<file path="src/rtl/intr_ack_vec_pkg.sv">
`timescale 1ns/1ps
package intr_ack_vec_pkg;
  // kind of vector response produced in a cycle
  typedef enum logic [1:0] {
    RESP_NONE = 2'd0,
    RESP_RAW  = 2'd1,
    RESP_MOD  = 2'd2
  } resp_e;
endpackage

</file>
<file path="src/rtl/iav_prio.sv">
`timescale 1ns/1ps
// fixed priority pick, bit 0 wins
module iav_prio #(
  parameter int unsigned N = 6
) (
  input  logic [N-1:0] req_i,
  output logic [N-1:0] oh_o,
  output logic         any_o
);
  logic [N:0] seen;
  assign seen[0] = 1'b0;
  for (genvar i = 0; i < N; i++) begin : g_bit
    assign oh_o[i]     = req_i[i] & ~seen[i];
    assign seen[i + 1] = seen[i] | req_i[i];
  end
  assign any_o = seen[N];
endmodule

</file>
<file path="src/rtl/iav_enc.sv">
`timescale 1ns/1ps
module iav_enc #(
  parameter int unsigned N = 6,
  parameter int unsigned W = 3
) (
  input  logic [N-1:0] oh_i,
  output logic [W-1:0] idx_o
);
  always_comb begin
    idx_o = '0;
    for (int i = 0; i < N; i++) begin
      if (oh_i[i]) idx_o |= W'(i);
    end
  end
endmodule

</file>
<file path="src/rtl/iav_ius.sv">
`timescale 1ns/1ps
module iav_ius #(
  parameter int unsigned N = 6
) (
  input  logic         clk_i,
  input  logic         rst_ni,
  input  logic [N-1:0] pend_i,
  input  logic         ack_i,
  input  logic         clr_i,
  output logic [N-1:0] ius_o,
  output logic [N-1:0] sel_oh_o,
  output logic         sel_any_o
);
  logic [N-1:0] ius_q, elig, clr_oh, set_mask, clr_mask;
  logic [N:0]   cov;
  logic         clr_any;

  // a source is blocked by any latch at its own or higher priority
  assign cov[0] = 1'b0;
  for (genvar i = 0; i < N; i++) begin : g_cov
    assign cov[i + 1] = cov[i] | ius_q[i];
    assign elig[i]    = pend_i[i] & ~cov[i + 1];
  end

  iav_prio #(.N(N)) u_sel (.req_i(elig),  .oh_o(sel_oh_o), .any_o(sel_any_o));
  iav_prio #(.N(N)) u_clr (.req_i(ius_q), .oh_o(clr_oh),   .any_o(clr_any));

  assign set_mask = ack_i ? sel_oh_o : '0;
  assign clr_mask = (clr_i && clr_any) ? clr_oh : '0;

  always_ff @(posedge clk_i or negedge rst_ni) begin
    if (!rst_ni) ius_q <= '0;
    else         ius_q <= (ius_q & ~clr_mask) | set_mask;
  end

  assign ius_o = ius_q;
endmodule

</file>
<file path="src/rtl/iav_vec.sv">
`timescale 1ns/1ps
module iav_vec
  import intr_ack_vec_pkg::*;
#(
  parameter int unsigned VEC_W    = 8,
  parameter int unsigned CODE_W   = 3,
  parameter int unsigned CODE_LSB = 1
) (
  input  logic              clk_i,
  input  logic              rst_ni,
  input  logic [VEC_W-1:0]  base_i,
  input  logic [CODE_W-1:0] code_i,
  input  logic              rd_i,
  input  logic              rd_b_i,
  input  logic              hw_i,
  input  logic              sw_mode_i,
  input  logic              vis_i,
  input  logic              nv_i,
  output logic [VEC_W-1:0]  vec_o,
  output logic              vld_o
);
  logic [VEC_W-1:0] mod_vec, vec_q;
  logic             vld_q;
  resp_e            resp;

  always_comb begin
    mod_vec = base_i;
    mod_vec[CODE_LSB +: CODE_W] = code_i;
  end

  // a read wins over a same-cycle hardware response
  always_comb begin
    resp = RESP_NONE;
    if (rd_i)           resp = rd_b_i ? RESP_MOD : RESP_RAW;
    else if (hw_i) begin
      if (sw_mode_i)    resp = RESP_RAW;
      else if (!nv_i)   resp = vis_i ? RESP_MOD : RESP_RAW;
    end
  end

  always_ff @(posedge clk_i or negedge rst_ni) begin
    if (!rst_ni) begin
      vec_q <= '0;
      vld_q <= 1'b0;
    end else begin
      vld_q <= (resp != RESP_NONE);
      case (resp)
        RESP_RAW: vec_q <= base_i;
        RESP_MOD: vec_q <= mod_vec;
        default:  vec_q <= vec_q;
      endcase
    end
  end

  assign vec_o = vec_q;
  assign vld_o = vld_q;
endmodule

</file>
<file path="src/rtl/intr_ack_vec.sv">
`timescale 1ns/1ps
module intr_ack_vec #(
  parameter int unsigned NUM_CH     = 2,
  parameter int unsigned SRC_PER_CH = 3,
  parameter int unsigned VEC_W      = 8,
  parameter int unsigned CODE_LSB   = 1,
  localparam int unsigned NUM_SRC   = NUM_CH * SRC_PER_CH,
  localparam int unsigned CODE_W    = $clog2(NUM_SRC + 1)
) (
  input  logic               clk_i,
  input  logic               rst_ni,
  input  logic [NUM_SRC-1:0] pend_i,
  input  logic               chain_en_i,
  input  logic               hw_ack_i,
  input  logic               rd_vec_i,
  input  logic               rd_ch_b_i,
  input  logic               sw_ack_mode_i,
  input  logic               vis_i,
  input  logic               nv_i,
  input  logic               clr_ius_i,
  input  logic [VEC_W-1:0]   vec_base_i,
  output logic               irq_no,
  output logic               chain_en_o,
  output logic [VEC_W-1:0]   vec_o,
  output logic               vec_vld_o
);
  localparam logic [CODE_W-1:0] CODE_NONE = '1;

  logic [NUM_SRC-1:0] ius, sel_oh;
  logic               sel_any, hw_ok, sw_ack, ack;
  logic [CODE_W-1:0]  sel_idx, code;

  assign hw_ok  = hw_ack_i & chain_en_i;
  assign sw_ack = rd_vec_i & sw_ack_mode_i;
  assign ack    = hw_ok | sw_ack;

  iav_ius #(.N(NUM_SRC)) u_ius (
    .clk_i    (clk_i),
    .rst_ni   (rst_ni),
    .pend_i   (pend_i),
    .ack_i    (ack),
    .clr_i    (clr_ius_i),
    .ius_o    (ius),
    .sel_oh_o (sel_oh),
    .sel_any_o(sel_any)
  );

  iav_enc #(.N(NUM_SRC), .W(CODE_W)) u_enc (.oh_i(sel_oh), .idx_o(sel_idx));

  assign code = sel_any ? sel_idx : CODE_NONE;

  iav_vec #(.VEC_W(VEC_W), .CODE_W(CODE_W), .CODE_LSB(CODE_LSB)) u_vec (
    .clk_i    (clk_i),
    .rst_ni   (rst_ni),
    .base_i   (vec_base_i),
    .code_i   (code),
    .rd_i     (rd_vec_i),
    .rd_b_i   (rd_ch_b_i),
    .hw_i     (hw_ok),
    .sw_mode_i(sw_ack_mode_i),
    .vis_i    (vis_i),
    .nv_i     (nv_i),
    .vec_o    (vec_o),
    .vld_o    (vec_vld_o)
  );

  assign irq_no     = ~sel_any;
  assign chain_en_o = chain_en_i & ~(|ius) & ~sel_any;
endmodule

</file>
<file path="config.mk">
export PLATFORM = sky130hd
export DESIGN_NAME = intr_ack_vec
export DESIGN_NICKNAME = d
export VERILOG_FILES = /design/src/rtl/intr_ack_vec_pkg.sv /design/src/rtl/iav_prio.sv /design/src/rtl/iav_enc.sv /design/src/rtl/iav_ius.sv /design/src/rtl/iav_vec.sv /design/src/rtl/intr_ack_vec.sv
export SDC_FILE = /design/constraint.sdc
export NUM_CORES = 1
export LEC_CHECK = 0
export ABC_AREA = 1
export ABC_CLOCK_PERIOD_IN_PS = 2300
export CORE_MARGIN = 4
export CORE_UTILIZATION = 30
export CTS_CLUSTER_DIAMETER = 100
export DETAILED_ROUTE_END_ITERATION = 12
export PLACE_DENSITY_LB_ADDON = 0.3
export SLEW_MARGIN = 15
export SYNTH_ARGS = -nofsm -noshare
export SYNTH_HDL_FRONTEND = slang
export SYNTH_SLANG_ARGS = --single-unit
export TNS_END_PERCENT = 10
</file>
<file path="constraint.sdc">
create_clock -name clk_i -period 2.3 [get_ports clk_i]
set_input_delay 0.23 -clock clk_i [delete_from_list [all_inputs] [get_ports clk_i]]
set_output_delay 0.23 -clock clk_i [all_outputs]
set_load 0.005 [all_outputs]
</file>
==> results.ini <==
[synth]
syn_area_um2=873.3
synth_top_cell_area_share_pct=42.98
synth.avg_cell_area_um2=7.798
ys_seq_area_share_pct=42.98
synth_area_leader_cell=dfrtp_1
yosys_warnings=0
yosys-top-cells-area=dfrtp_1 43%, nand2_1 15%, inv_1 5.6%
syn_nets=138
synth-seq-cells=15
syn_inst=112
yosysUniqueCellTypes=23

[worst_setup_path]
crit_type=reg -> out
critPathRequiredTime_ps=2070
end_kind=primary output
reg2reg_slack_ps=920
crit_fanout=6
path_cells=nor2_4, buf_4, nand4_1, nand4_4, inv_1, clkdlybuf4s50_1
timing.rr.start=u_ius.ius_o[1]$_DFF_PN0_
reg2reg_depth=8
regToRegEndpoint=u_vec.vec_o[1]$_DFFE_PN0P_
cpMaxStageDelayCell=clkdlybuf4s50_1
max_stage_delay_ps=440
arrival_ps=1860
start_kind=register

[sta]
hold_viol_final=0
min_period_over_period_pct=91.03
setup_violations=0
final-max-slew-violation-count=0
fmax_mhz=477.6
min_period_ps=2094
final.setup.tns_ps=0
rsz0062_at_grt=no
tightest_slew_ps=684.7
maxSlewHeadroom_pct=54.21
worst_clock_skew_ps=4.753

[hold_path]
min_path_type=in -> async

[floorplanning]
die_height_um=61.96
die_area_mm2=0.003838
io_pins=35
rows=19
initial_utilization_pct=31.67
die_width_um=61.96
coreArea_mm2=0.002758

[job]
maxCapViolCount=0

[power_and_ir_drop]
p_leak_nw=0.6375
powerDensity_mw_per_mm2=912.8
vdd_drop_max_uv=543.7

[global_routing]
grt_pass1_wl_mm=3.532
grt_overflow=0
grtUsageTotal_pct=12.68
first_global_vias=833
antenna_found_initial=0
grt_max_degree=16

[cells_and_area]
final_cells=184
final_cell_mix=35 x nand2_1, 33 x clkdlybuf4s50_1, 15 x dfrtp_1
num_antenna_cells=0
drive_above_1_share_pct=15.03
nets=180
synthToLayoutAreaGrowth_pct=50.72
final_common_cell=nand2_1

[routing]
vias=841
wire_per_inst_um=11.45
dr.pass1.iters=4
via_per_inst=4.571
routed_wl_mm=2.106
initialDrtViolationCount=11
ant_nets=0
drc=0

[cts]
numCtsBuffers=3
htreeDepth=1
clk_pin_slew_ps=90
clock_path_buffers=2
clk_latency_ps=280
cts_tree=done
numClockSinks=15
cts-hold-fix-buffers=0
cts_root_buf=clkbuf_4

[place]
io_buffers=34
dp_cells=179
dp_hpwl_mm=1.772
routabilityCongestion=0.7665

[outcome]
status=completed

==> synth_stat cells, drive strengths merged <==
cell type and n:
a21oi 3, clkinv 1, dfrtp 15, ha 2
inv 13, nand2 40, nand3 8, nand4 2
nor2 15, nor3 1, nor3b 1, o21ai 7
o221ai 1, o22ai 1, o31ai 1, or2 1
==> worst max-delay path, delay by kind of cell (launching register included) <==
kind | cells | cell delay, ps
buffers and inverters | 3 | 640
and+or+nand+nor | 3 | 520
DFF | 1 | 420
==> cell families after synthesis <==
kind of cell               after synthesis  synth area share, %
adders and majority gates                2                2.865
buffers and inverters                   14                6.017
AOI/OAI and AO/OA                       13                8.739
and+or+nand+nor                         68                39.40
DFF                                     15                42.98
==> layout make-up <==
| cell class | count | area, um^2 |
|---|---|---|
| clock buffers | 3 | 22.52 |
| repair buffers | 37 | 365.4 |
| clock inverters | 1 | 5.005 |
| flip-flops and latches | 15 | 375.4 |
| fillers | 275 | 1441 |
| multi-input cells | 83 | 456.7 |
| well taps | 31 | 38.79 |
| inverters | 14 | 52.55 |
==> sequential cells by signal (all words and copies together), names as in the netlist <==
signal       cells
u_vec.vec_o      8
u_ius.ius_o      6
u_vec.vld_o      1
==> what timing repair did <==
action	4_1_cts	5_1_grt
resized for setup	0	3
setup endpoints to repair	0	2
setup buffers	0	1
==> worst max path at each step <==
| stage | startpoint | to | slack, ps | depth (start not counted) |
|---|---|---|---|---|
| global placement | chain_en_i | u_vec.vec_o[0]$_DFFE_PN0P_ | 130 | 10 |
| floorplan | chain_en_i | u_vec.vec_o[3]$_DFFE_PN0P_ | 550 | 8 |
| global route | u_ius.ius_o[0]$_DFF_PN0_ | irq_no | 70 | 6 |
| detailed placement | chain_en_i | u_vec.vec_o[0]$_DFFE_PN0P_ | 80 | 10 |
| finish | u_ius.ius_o[1]$_DFF_PN0_ | irq_no | 210 | 6 |
| CTS | u_ius.ius_o[2]$_DFF_PN0_ | chain_en_o | 40 | 6 |
==> stage by stage <==
stage | hold WS (ps) | power [mW] | setup WS, ps | util, % | cell area (um^2)
CTS | 368.5 | 1.172 | 40.39 | 46.96 | 1295
floorplan | -65.59 | 0.7825 | 550.9 | - | 873.3
global route | 398.4 | 1.315 | 72.41 | 47.73 | 1316
global placement | 464.4 | 1.004 | 125.8 | 45.96 | 1267
finish | 348.9 | 1.202 | 206.3 | 47.73 | 1316
detailed placement | 468.9 | 1.020 | 79.42 | 45.96 | 1267
==> per-layer routing <==
layer / track usage, % / routed length (um) / up-vias
met2: 20.27 / 1057 / 18
met5: 0 / 0 / -
li1: - / - / 444
met1: 16.24 / 915 / 374
met4: 7.273 / 53 / 0
met3: 1.860 / 78 / 5
==> power by group <==
part	switching [mW]	internal, mW
Combinational	0.358	0.291
Clock	0.0871	0.0646
Sequential	0.0633	0.338
Power figures use the tool's default switching activity.
